File: src/rtl/rtc_timekeeper.sv
module rtc_timekeeper #(
  parameter int REF_HZ  = 32768,
  parameter int TEST_HZ = 512
) (
  input  logic       clk,
  input  logic       rst_n,
  input  logic       ref_tick,
  input  logic [2:0] addr,
  input  logic       wr_en,
  input  logic [7:0] wr_data,
  input  logic       rd_en,
  output logic [7:0] rd_data,
  output logic       out_pin
);
  localparam int DIV_W  = $clog2(REF_HZ);
  localparam int HALF   = REF_HZ / (2 * TEST_HZ);
  localparam int HALF_W = $clog2(HALF + 1);
  localparam logic [DIV_W-1:0]  DIV_TOP  = DIV_W'(REF_HZ - 1);
  localparam logic [HALF_W-1:0] HALF_TOP = HALF_W'(HALF - 1);

  logic             halt, cen_en, cen, olvl, ftest, tq;
  logic [6:0]       sec, min;
  logic [5:0]       hr, date;
  logic [2:0]       wd;
  logic [4:0]       mon;
  logic [7:0]       yr;
  logic [DIV_W-1:0] sub;
  logic [HALF_W-1:0] tcnt;

  function automatic logic [7:0] bcd_up(input logic [7:0] v);
    return (v[3:0] == 4'd9) ? {v[7:4] + 4'd1, 4'd0} : v + 8'd1;
  endfunction

  wire time_wr = wr_en && (addr != 3'd7);
  wire ctrl_wr = wr_en && (addr == 3'd7);
  wire run     = ref_tick && !halt;
  wire s_pulse = run && (sub == DIV_TOP) && !time_wr;
  wire c_min   = s_pulse && (sec == 7'h59);
  wire c_hr    = c_min && (min == 7'h59);
  wire c_day   = c_hr && (hr == 6'h23);
  wire leap    = yr[4] ? (yr[3:0] == 4'd2 || yr[3:0] == 4'd6)
                       : (yr[3:0] == 4'd0 || yr[3:0] == 4'd4 || yr[3:0] == 4'd8);

  logic [5:0] last_day;
  always_comb begin
    case (mon)
      5'h02:                      last_day = leap ? 6'h29 : 6'h28;
      5'h04, 5'h06, 5'h09, 5'h11: last_day = 6'h30;
      default:                    last_day = 6'h31;
    endcase
  end

  wire c_mon  = c_day && (date == last_day);
  wire c_yr   = c_mon && (mon == 5'h12);
  wire y_wrap = c_yr && (yr == 8'h99);

  always_ff @(posedge clk) begin
    if (!rst_n) begin
      halt <= 1'b0; sec <= '0; min <= '0;
      cen_en <= 1'b0; cen <= 1'b0; hr <= '0;
      wd <= 3'd1; date <= 6'h01; mon <= 5'h01; yr <= '0;
      olvl <= 1'b1; ftest <= 1'b0;
      sub <= '0; tcnt <= '0; tq <= 1'b0;
    end else begin
      if (time_wr)  sub <= '0;
      else if (run) sub <= (sub == DIV_TOP) ? '0 : sub + 1'b1;

      if (ctrl_wr) begin
        tcnt <= '0; tq <= 1'b0;
      end else if (run) begin
        tcnt <= (tcnt == HALF_TOP) ? '0 : tcnt + 1'b1;
        if (tcnt == HALF_TOP) tq <= ~tq;
      end

      if (s_pulse) sec  <= (sec == 7'h59) ? '0 : 7'(bcd_up({1'b0, sec}));
      if (c_min)   min  <= (min == 7'h59) ? '0 : 7'(bcd_up({1'b0, min}));
      if (c_hr)    hr   <= (hr == 6'h23) ? '0 : 6'(bcd_up({2'b0, hr}));
      if (c_day)   wd   <= (wd == 3'd7) ? 3'd1 : wd + 3'd1;
      if (c_day)   date <= (date == last_day) ? 6'h01 : 6'(bcd_up({2'b0, date}));
      if (c_mon)   mon  <= (mon == 5'h12) ? 5'h01 : 5'(bcd_up({3'b0, mon}));
      if (c_yr)    yr   <= (yr == 8'h99) ? 8'h00 : bcd_up(yr);
      if (y_wrap && cen_en) cen <= ~cen;

      if (wr_en) begin
        case (addr)
          3'd0: begin halt <= wr_data[7]; sec <= wr_data[6:0]; end
          3'd1: min <= wr_data[6:0];
          3'd2: begin cen_en <= wr_data[7]; cen <= wr_data[6]; hr <= wr_data[5:0]; end
          3'd3: wd <= wr_data[2:0];
          3'd4: date <= wr_data[5:0];
          3'd5: mon <= wr_data[4:0];
          3'd6: yr <= wr_data;
          default: begin olvl <= wr_data[7]; ftest <= wr_data[6]; end
        endcase
      end
    end
  end

  always_comb begin
    rd_data = 8'h00;
    if (rd_en) begin
      case (addr)
        3'd0: rd_data = {halt, sec};
        3'd1: rd_data = {1'b0, min};
        3'd2: rd_data = {cen_en, cen, hr};
        3'd3: rd_data = {5'b0, wd};
        3'd4: rd_data = {2'b0, date};
        3'd5: rd_data = {3'b0, mon};
        3'd6: rd_data = yr;
        default: rd_data = {olvl, ftest, 6'b0};
      endcase
    end
  end

  assign out_pin = ftest ? tq : olvl;

  p_halt_freeze_r7: assert property (@(posedge clk) disable iff (!rst_n)
    (halt && !wr_en) |=> ($stable(sec) && $stable(min) && $stable(hr) && $stable(yr)));
  p_sec_idle_r2: assert property (@(posedge clk) disable iff (!rst_n)
    (!wr_en && !ref_tick) |=> $stable(sec));
  p_cen_hold_r6: assert property (@(posedge clk) disable iff (!rst_n)
    (!cen_en && !wr_en) |=> $stable(cen));
  p_year_wrap_r5: assert property (@(posedge clk) disable iff (!rst_n)
    (c_yr && yr == 8'h99 && !wr_en) |=> (yr == 8'h00 && mon == 5'h01));
  p_div_clear_r8: assert property (@(posedge clk) disable iff (!rst_n)
    time_wr |=> (sub == '0));
  p_out_low_r10: assert property (@(posedge clk) disable iff (!rst_n)
    (!ftest && !olvl) |-> !out_pin);
endmodule

File: config.mk
export PLATFORM = sky130hd
export DESIGN_NAME = rtc_timekeeper
export DESIGN_NICKNAME = d
export VERILOG_FILES = /design/src/rtl/rtc_timekeeper.sv
export SDC_FILE = /design/constraint.sdc
export NUM_CORES = 1
export LEC_CHECK = 0
export ABC_AREA = 1
export BUFFER_PORTS_ARGS = -buffer_cell sky130_fd_sc_hd__clkbuf_2
export CORE_MARGIN = 2
export CORE_UTILIZATION = 45
export CTS_CLUSTER_SIZE = 24
export DETAILED_ROUTE_END_ITERATION = 16
export GPL_ROUTABILITY_DRIVEN = 0
export PLACE_DENSITY = 0.64
export SLEW_MARGIN = 25
export SYNTH_ARGS = -nofsm -noshare
export SYNTH_HDL_FRONTEND = slang
export SYNTH_SLANG_ARGS = --single-unit
File: constraint.sdc
create_clock -name clk -period 3.8 [get_ports clk]
set_input_delay 0.19 -clock clk [delete_from_list [all_inputs] [get_ports clk]]
set_output_delay 0.19 -clock clk [all_outputs]
set_load 0.02 [all_outputs]
# Word level (Yosys, flattened, before mapping)
# Cells that the tools add are included.
# op_classes
eq_ne,32
n_mux,45
bitwise_logic,4
n_addsub,15
n_reduce_logical,27
# op_table
cell,n
$mux W7,10
$mux W6,11
$pmux W8 S7,1
$mux W8,6
$eq A4 B4 Y1 const B,7
$mux W5,5
$add A6 B1 Y6 const B,3
$add A15 B1 Y15 const B,1
$eq A15 B15 Y1 const B,1
$eq A3 B3 Y1 const B,5
$mux W15,1
$add A7 B1 Y7 const B,2
$eq A7 B7 Y1 const B,2
$logic_and A1 B1 Y1,12
$mux W3,4
$eq A5 B3 Y1 const B,2
$eq A5 B5 Y1 const B,2
$pmux W5 S2,1
$add A3 B1 Y3 const B,3
$add A8 B1 Y8 const B,1
$eq A4 B3 Y1 const B,2
$eq A8 B8 Y1 const B,1
$reduce_and A2 Y1,4
$reduce_or A7 Y1,1
other kinds (21),35
# word_totals
in_bits,16
reg_bits,69
wordCells,138

# Depth between registers and ports, before layout
# Gate-level depths: netlist of the first run.
# depth
ltp_word,14
mapped_depth,15
depth_no_buf,15

# Worst setup path after synthesis of the first run
# No wires, ideal clock.
# synth_path
kind,flip-flop to flip-flop
from,register sub[0]
to,register yr[5]
slack_ns,1.932
required_time_ns,3.691
period_less_slack_ns,1.868
arrival_ns,1.759
path_buffers,0
path_stages_with_launch,13
setup_time_ns,0.109
cell_sequence,dfxtp_1 > ha_1 > nand3_2 > nor2_4 > nand4_1 > nor2_2 > nand4_2 > nor2_4 > nand2_2 > a21oi_1 > o31ai_1 > nand2_1 > inv_1
# synth_between
elab_chain_len,11
# synth_rtl
item,line,text
"start, declared",27,logic [DIV_W-1:0] sub;
"start signal, assigned",66,else if (run) sub <= (sub == DIV_TOP) ? '0 : sub + 1'b1;
$eq A15 B15 Y1 *,37,wire s_pulse = run && (sub == DIV_TOP) && !time_wr;
$logic_and A1 B1 Y1 * (2 in a row),37,
$logic_and A1 B1 Y1 *,38,wire c_min = s_pulse && (sec == 7'h59);
$logic_and A1 B1 Y1 *,39,wire c_hr = c_min && (min == 7'h59);
$logic_and A1 B1 Y1 *,40,wire c_day = c_hr && (hr == 6'h23);
$logic_and A1 B1 Y1 *,53,wire c_mon = c_day && (date == last_day);
$logic_and A1 B1 Y1 *,54,wire c_yr = c_mon && (mon == 5'h12);
$mux W8 *,81,if (c_yr) yr <= (yr == 8'h99) ? 8'h00 : bcd_up(yr);
$mux W8,85,case (addr)
$mux W8 *,84,if (wr_en) begin
"end signal, assigned",81,
"end signal, assigned",92,3'd6: yr <= wr_data;
"end, declared",26,logic [7:0] yr;
# Mark *: on every way between the ends. The rest lies on a longest branch, timed or not.
# A chain may end at the register's enable or synchronous reset.

# Worst setup path after layout of the first run
# layout_path
from,register sub[0]
to,register yr[7]
# Same word-level chain as after synthesis.

==> results.ini, run 1 <==
[sta]
setup_viol_count_final = 0
timing.final.crit_share = 0.596
max_freq_mhz = 442
layout_min_cycle_time_ns = 2.26
hold_viol = 0
setup_ws_ns = 1.54
tns_ns = 0
skew_ns = 0.0117
maxSlewViolCount = 0
worstMarginPinSlew_ns = 0.800
rsz0062_at_grt = no
slew_headroom = 0.465

[pwr]
p_per_area_nw_per_um2 = 297
p_leak_uw = 0.00225
ir_drop_v = 0.000177

[critical_path]
path_delay_family = simple AND/OR/NAND/NOR gates
path_max_fanout = 9
reg2regPathDepth = 12
end_kind = flop
critPathBufInv = 1
start_kind = flop
r2r_end = yr[7]
rr_startpoint = sub[0]
required_ns = 4.03
crit_path_max_incr_delay_ns = 0.38
cp.arrival_ns = 2.49
rrSetupSlack_ns = 1.54
crit_slowest_cell = dfxtp_1
cp_cell_sequence = ha_1 > nand3_2 > nor2_4 > nand2_2 > nor2_2 > nand4_2 > nor2_2 > nand4_1 > nand2_1 > inv_1 > nand3_1 > a21oi_2
path_class = flop to flop
crit_path_frequent_cell = nor2_2

[detailed_routing]
drc = 0
drtIter0Drc = 305
wl_per_cell_microns = 15.2
routed_wl_microns = 13300
drtAntennaViolNets = 0
avgViaCountPerCell = 5.48
dr.pass1.iters = 5
vias = 4803

[logic_synthesis]
syn-instance-count = 705
yosys_warnings = 0
yosysUniqueCellTypes = 44
ys_ff_latch = 69
synth_ff_type = dfxtp_1
yosys.area.top_type = dfxtp_1
syn-num-nets = 740
seq_area_frac_synth = 0.294
synth_edf_count = 0
synthTopCellsByArea = dfxtp_1 (29%), nand2_1 (11%), inv_1 (8.5%)
avgSynthCellArea_sq_um = 6.67
syn-cell-area_sq_um = 4710
synth_top_area_frac = 0.294
ys_async_sr_fraction = 0

[place]
place_inst = 860
placed_area_sq_um = 4980
hpwlAfterDp_microns = 10100
place_ws_ns = 1.55
portBuffers = 24

[clocking]
clock_latency_ns = 0.36
numCtsBuffers = 9
htree_levels = 3
cts_setup_buffers = 0
cts_root_buf = clkbuf_8
tritoncts = yes
clk_path_buf_depth = 2
hold_buffers = 0
cts.sinks = 69
clk_pin_slew_ns = 0.07
cts_resized = 0

[layout]
syn2layout_area_growth_pct = 9.89
nNetsFinal = 770
fin_cells = 876
drive_gt1_frac = 0.105
fillers = 1062
fin_area_sq_um = 5170
final_util = 0.505
num_antenna_cells = 0

[floorplanning]
die_area_sq_um = 11300
core_sq_um = 10200
initial_core_util = 0.460
num_rows = 37
dieHeight_microns = 106
io_pins = 25
chipWidth_microns = 106

[worst_hold_path]
hp-class = input pin to flop
holdPathEnd = date[5]
min-delay-start = wr_data[5]
worstHoldPathCells = 3

[global_routing]
antenna_found_initial = 0
grt_first_pass_wirelength_microns = 22000
grt.overflow.total = 0
grt.total_usage = 0.248
grt_pass1_vias = 4396
grt_max_degree = 26

[run]
drv_cap = 0

[outcome]
status = complete, no violations

-- report_power, final --
group | internal [uW] | switching, uW | leakage [uW]
registers | 741 | 21.1 | 0.000559
logic | 49.0 | 115 | 0.00158
clock network | 317 | 293 | 0.000103
total | 1110 | 429 | 0.00225
-- flip-flops by register name, summed over array words and instances (netlist names), 5 cells and up --
name / count
date: 6
hr: 6
min: 7
mon: 5
sec: 7
sub: 15
tcnt: 6
yr: 8
-- how the worst max path moves through the flow --
stage / startpoint / end / slack, ns / cells after the start
floorplan: sub[0] / yr[5] / 1.93 / 12
global placement: sub[0] / yr[5] / 1.63 / 12
detailed placement: sub[0] / yr[1] / 1.55 / 12
CTS: sub[0] / yr[5] / 1.54 / 12
global route: sub[0] / mon[4] / 1.23 / 11
finish: sub[0] / yr[7] / 1.54 / 12
-- final cells by class --
class	count	area (sq um)	area share
clock buffer	11	141	0.0273
clock inverter	5	50.0	0.00968
inverter	116	435	0.0842
multi-input combinational	514	2870	0.554
sequential	69	1380	0.267
tap	136	170	0.0329
timing repair buffer	25	128	0.0247
-- cells by family (layout without fill, tap and decap cells) --
kind of cell	count (synthesis)	in the layout	share of synthesized area
DFF	69	69	0.294
buffers and inverters	122	157	0.0976
adders and majority gates	19	19	0.0505
and+or+nand+nor	314	314	0.323
xor gates and xnor gates	17	17	0.0316
AOI/OAI and AO/OA	164	164	0.204
-- cell usage after synthesis (2+ instances only) --
cell type and instances:
a2111oi_0 2, a211oi_1 9, a21oi_1 58, a221oi_1 8, a31oi_1 3, clkbuf_1 5
clkinv_1 4, dfxtp_1 69, ha_1 19, inv_1 107, inv_2 5, nand2_1 143
nand2_2 5, nand3_1 43, nand3_2 3, nand3_4 2, nand3b_1 2, nand4_1 15
nand4_2 3, nor2_1 64, nor2_2 7, nor2_4 5, nor2_8 2, nor3_1 12
nor3b_1 3, o211ai_1 11, o21ai_0 44, o21ai_1 6, o22ai_1 12, o31ai_1 4
xor2_1 17
-- stage by stage --
step | hold WS [ns] | power [uW]
floorplan | 0.315 | 879
global placement | 0.453 | 937
detailed placement | 0.467 | 940
CTS | 0.0964 | 1550
global route | 0.118 | 1600
finish | 0.115 | 1540
-- worst reg2reg max path, delay by kind of cell (launching register included) --
kind | cells | cell delay (ns)
flops | 1 | 0.38
buf+inv | 1 | 0.09
simple gates | 9 | 1.41
compound gates | 1 | 0.05
fa+ha+maj | 1 | 0.20
-- layer usage --
layer | GRT usage | share of wire | vias up
met5 | 0 | 0 | -
met4 | 0.0977 | 0.029 | 0
met3 | 0.0441 | 0.068 | 24
met2 | 0.397 | 0.45 | 164
met1 | 0.330 | 0.46 | 2175
li1 | - | - | 2440
-- placed cells by master, fill, tap and decap left out, drive strengths merged, types with 2 or more instances in the layout --
cell / count
a211oi: 9
ha: 19
a2111oi: 2
nand3b: 2
dfxtp: 69
o21ai: 50
o22ai: 12
inv: 112
xor2: 17
a31oi: 3
a221oi: 8
nand4: 19
nor3: 13
o31ai: 4
clkinv: 8
nand3: 48
nor2: 78
nor3b: 3
a21oi: 59
o211ai: 11
clkbuf: 35
nand2: 149
(Power assumes the default switching activity.)
==> run 2: changes to the inputs <==
PLACE_DENSITY = 0.66   (was 0.64)
clock period = 1.8 ns   (was 3.8 ns; I/O delays follow)
==> run 2 against run 1 <==
Against the previous run:
- the run now ends with negative setup slack left
- worst hold slack lost 0.10 ns
- largest power group unchanged
- highest routed layer unchanged
- worst setup slack lost 1.7 ns
- sequential power grew 110%
==> results.ini, run 2 (synthesis gave the netlist of run 1 again) <==
[outcome]
status = finished with violations  ; was complete, no violations
violations = negative setup slack

[floorplanning]
die_area_sq_um = 11300  ; unchanged
dieHeight_microns = 106  ; unchanged
chipWidth_microns = 106  ; unchanged
num_rows = 37  ; unchanged
io_pins = 25  ; unchanged
initial_core_util = 0.460  ; unchanged
core_sq_um = 10200  ; unchanged

[pwr]
switchingPower_uw = 983  ; was 429 uW
clkPwrFrac = 0.383  ; was 0.397
ir_drop_v = 0.000414  ; was 0.000177 V
p_per_area_nw_per_um2 = 525  ; was 297 nW/um^2
p_sw_frac = 0.292  ; was 0.279
p_leak_uw = 0.00289  ; was 0.00225 uW
intPower_uw = 2380  ; was 1110 uW
seqPwrFrac = 0.476  ; was 0.496
combPwrFrac = 0.141  ; was 0.107

[clocking]
tritoncts = yes  ; unchanged
clk_path_buf_depth = 2  ; unchanged
cts.sinks = 69  ; unchanged
clock_latency_ns = 0.36  ; about the same
htree_levels = 3  ; unchanged
cts_root_buf = clkbuf_8  ; unchanged
clk_pin_slew_ns = 0.08  ; was 0.07 ns
numCtsBuffers = 9  ; unchanged
hold_buffers = 0  ; unchanged

[global_routing]
grt_max_degree = 26  ; unchanged
grt.overflow.total = 0  ; unchanged
antenna_found_initial = 0  ; unchanged
grt_pass1_vias = 5161  ; was 4396
grt.total_usage = 0.276  ; was 0.248
grt_first_pass_wirelength_microns = 24600  ; was 22000 microns

[sta]
max_freq_mhz = 505  ; was 442 MHz
tns_ns = -2.69  ; was 0 ns
setup_ws_ns = -0.180  ; was 1.54 ns
layout_min_cycle_time_ns = 1.98  ; was 2.26 ns
setup_viol_count_final = 26  ; was 0
slew_headroom = 0.696  ; was 0.465
skew_ns = 0.0106  ; was 0.0117 ns
timing.hold.ws_ns = 0.0111  ; was 0.115 ns
hold_viol = 0  ; unchanged
maxSlewViolCount = 0  ; unchanged
rsz0062_at_grt = yes  ; was no
timing.final.crit_share = 1.10  ; was 0.596
worstMarginPinSlew_ns = 0.454  ; was 0.800 ns

[critical_path]
end_kind = flop  ; unchanged
path_max_fanout = 9  ; unchanged
crit_slowest_cell = dfxtp_2  ; was dfxtp_1
path_class = flop to flop  ; unchanged
rrSetupSlack_ns = -0.18  ; was 1.54 ns
crit_path_max_incr_delay_ns = 0.36  ; was 0.38 ns
cp_cell_sequence = ha_4 > nand3_4 > nor2_4 > nand2_2 > nor3_4 > nand4_4 > nor2_8 > o21ai_0 > o21ai_1 > a21oi_1  ; was ha_1 > nand3_2 > nor2_4 > nand2_2 > nor2_2 > nand4_2 > nor2_2 > nand4_1 > nand2_1 > inv_1 > nand3_1 > a21oi_2
start_kind = flop  ; unchanged
cp.arrival_ns = 2.21  ; was 2.49 ns
required_ns = 2.03  ; was 4.03 ns

[worst_hold_path]
hp-class = input pin to flop  ; unchanged

[place]
place_inst = 954  ; was 860
portBuffers = 24  ; unchanged
hpwlAfterDp_microns = 11600  ; was 10100 microns
place_ws_ns = -0.111  ; was 1.55 ns

[layout]
largest_reg_flops = 15  ; unchanged
fin_cells = 986  ; was 876
syn2layout_area_growth_pct = 36.1  ; was 9.89%
drive_gt1_frac = 0.311  ; was 0.105
num_antenna_cells = 0  ; unchanged
final_cell_mix = nand2_1 (135), buf_4 (104), inv_1 (100)  ; was nand2_1 (143), inv_1 (107), dfxtp_1 (69)
reg_top3 = sub x15, yr x8  ; unchanged
final_common_cell = nand2_1  ; unchanged
nNetsFinal = 880  ; was 770
top_register = sub  ; unchanged

[run]
drv_cap = 0  ; unchanged

[detailed_routing]
drtAntennaViolNets = 0  ; unchanged
wl_per_cell_microns = 16.1  ; was 15.2 microns
vias = 5519  ; was 4803
drtIter0Drc = 368  ; was 305
avgViaCountPerCell = 5.60  ; was 5.48
dr.pass1.iters = 5  ; unchanged
routed_wl_microns = 15900  ; was 13300 microns
drc = 0  ; unchanged

==> run 2: cell count changes in the layout (fill, tap and decap cells not counted), sizes merged <==
cell,delta
buf,+110
clkinvlp,+3
clkbuf,-1
clkinv,-1
inv,-1
==> run 2: cell type report <==
type	instances	area [sq um]
clock inverter	6	63.8
tap	136	170
fill	910	3830
multi-input combinational	514	3210
inverter	116	444
sequential	69	1400
timing repair buffer	135	991
clock buffer	10	128
==> run 2: through the flow <==
stage | area [sq um] | utilization | power [uW]
3_5_place_dp | 5760 | 0.563 | 2050
6_report | 6400 | 0.626 | 3360
2_1_floorplan | 4760 | - | 1860
5_1_grt | 6400 | 0.626 | 3500
3_3_place_gp | 5760 | 0.563 | 2040
4_1_cts | 6040 | 0.591 | 3330
==> run 2: power by group through the flow <==
| stage | clock network [uW] | registers (uW) | logic, uW |
|---|---|---|---|
| after global placement | 0 | 1630 | 411 |
| after detailed placement | 0 | 1630 | 421 |
| after global routing | 1380 | 1600 | 516 |
| after CTS | 1310 | 1600 | 427 |
| after floorplan | 0 | 1630 | 226 |
| final | 1290 | 1600 | 475 |
==> run 2: critical path: cells and delay by family, from the launching register on <==
kind            cells  cell delay [ns]
compound gates      3             0.33
fa+ha+maj           1             0.15
flops               1             0.36
simple gates        6             0.99
==> run 2: timing repair <==
action                                  4_1_cts  5_1_grt
endpoints found under the setup margin       35       48
resized for setup                            27       77
setup buffers                                 3       13
cloned                                        0        0
endpoints found under the hold margin         0        0
pin swaps                                    11       22
==> run 2: path summary, 6_finish.rpt <==
kind,to,from,cells past startpoint
worst min register to register,sub[5],sub[5],2
worst max register to register,mon[1],sub[1],10
worst min-delay path,olvl,wr_data[7],3
worst max-delay path,mon[1],sub[1],10
==> run 2: layer usage <==
metal	part of all wire	track usage
met5	0	0
met4	0.048	0.133
met3	0.073	0.0454
met2	0.49	0.474
met1	0.39	0.334
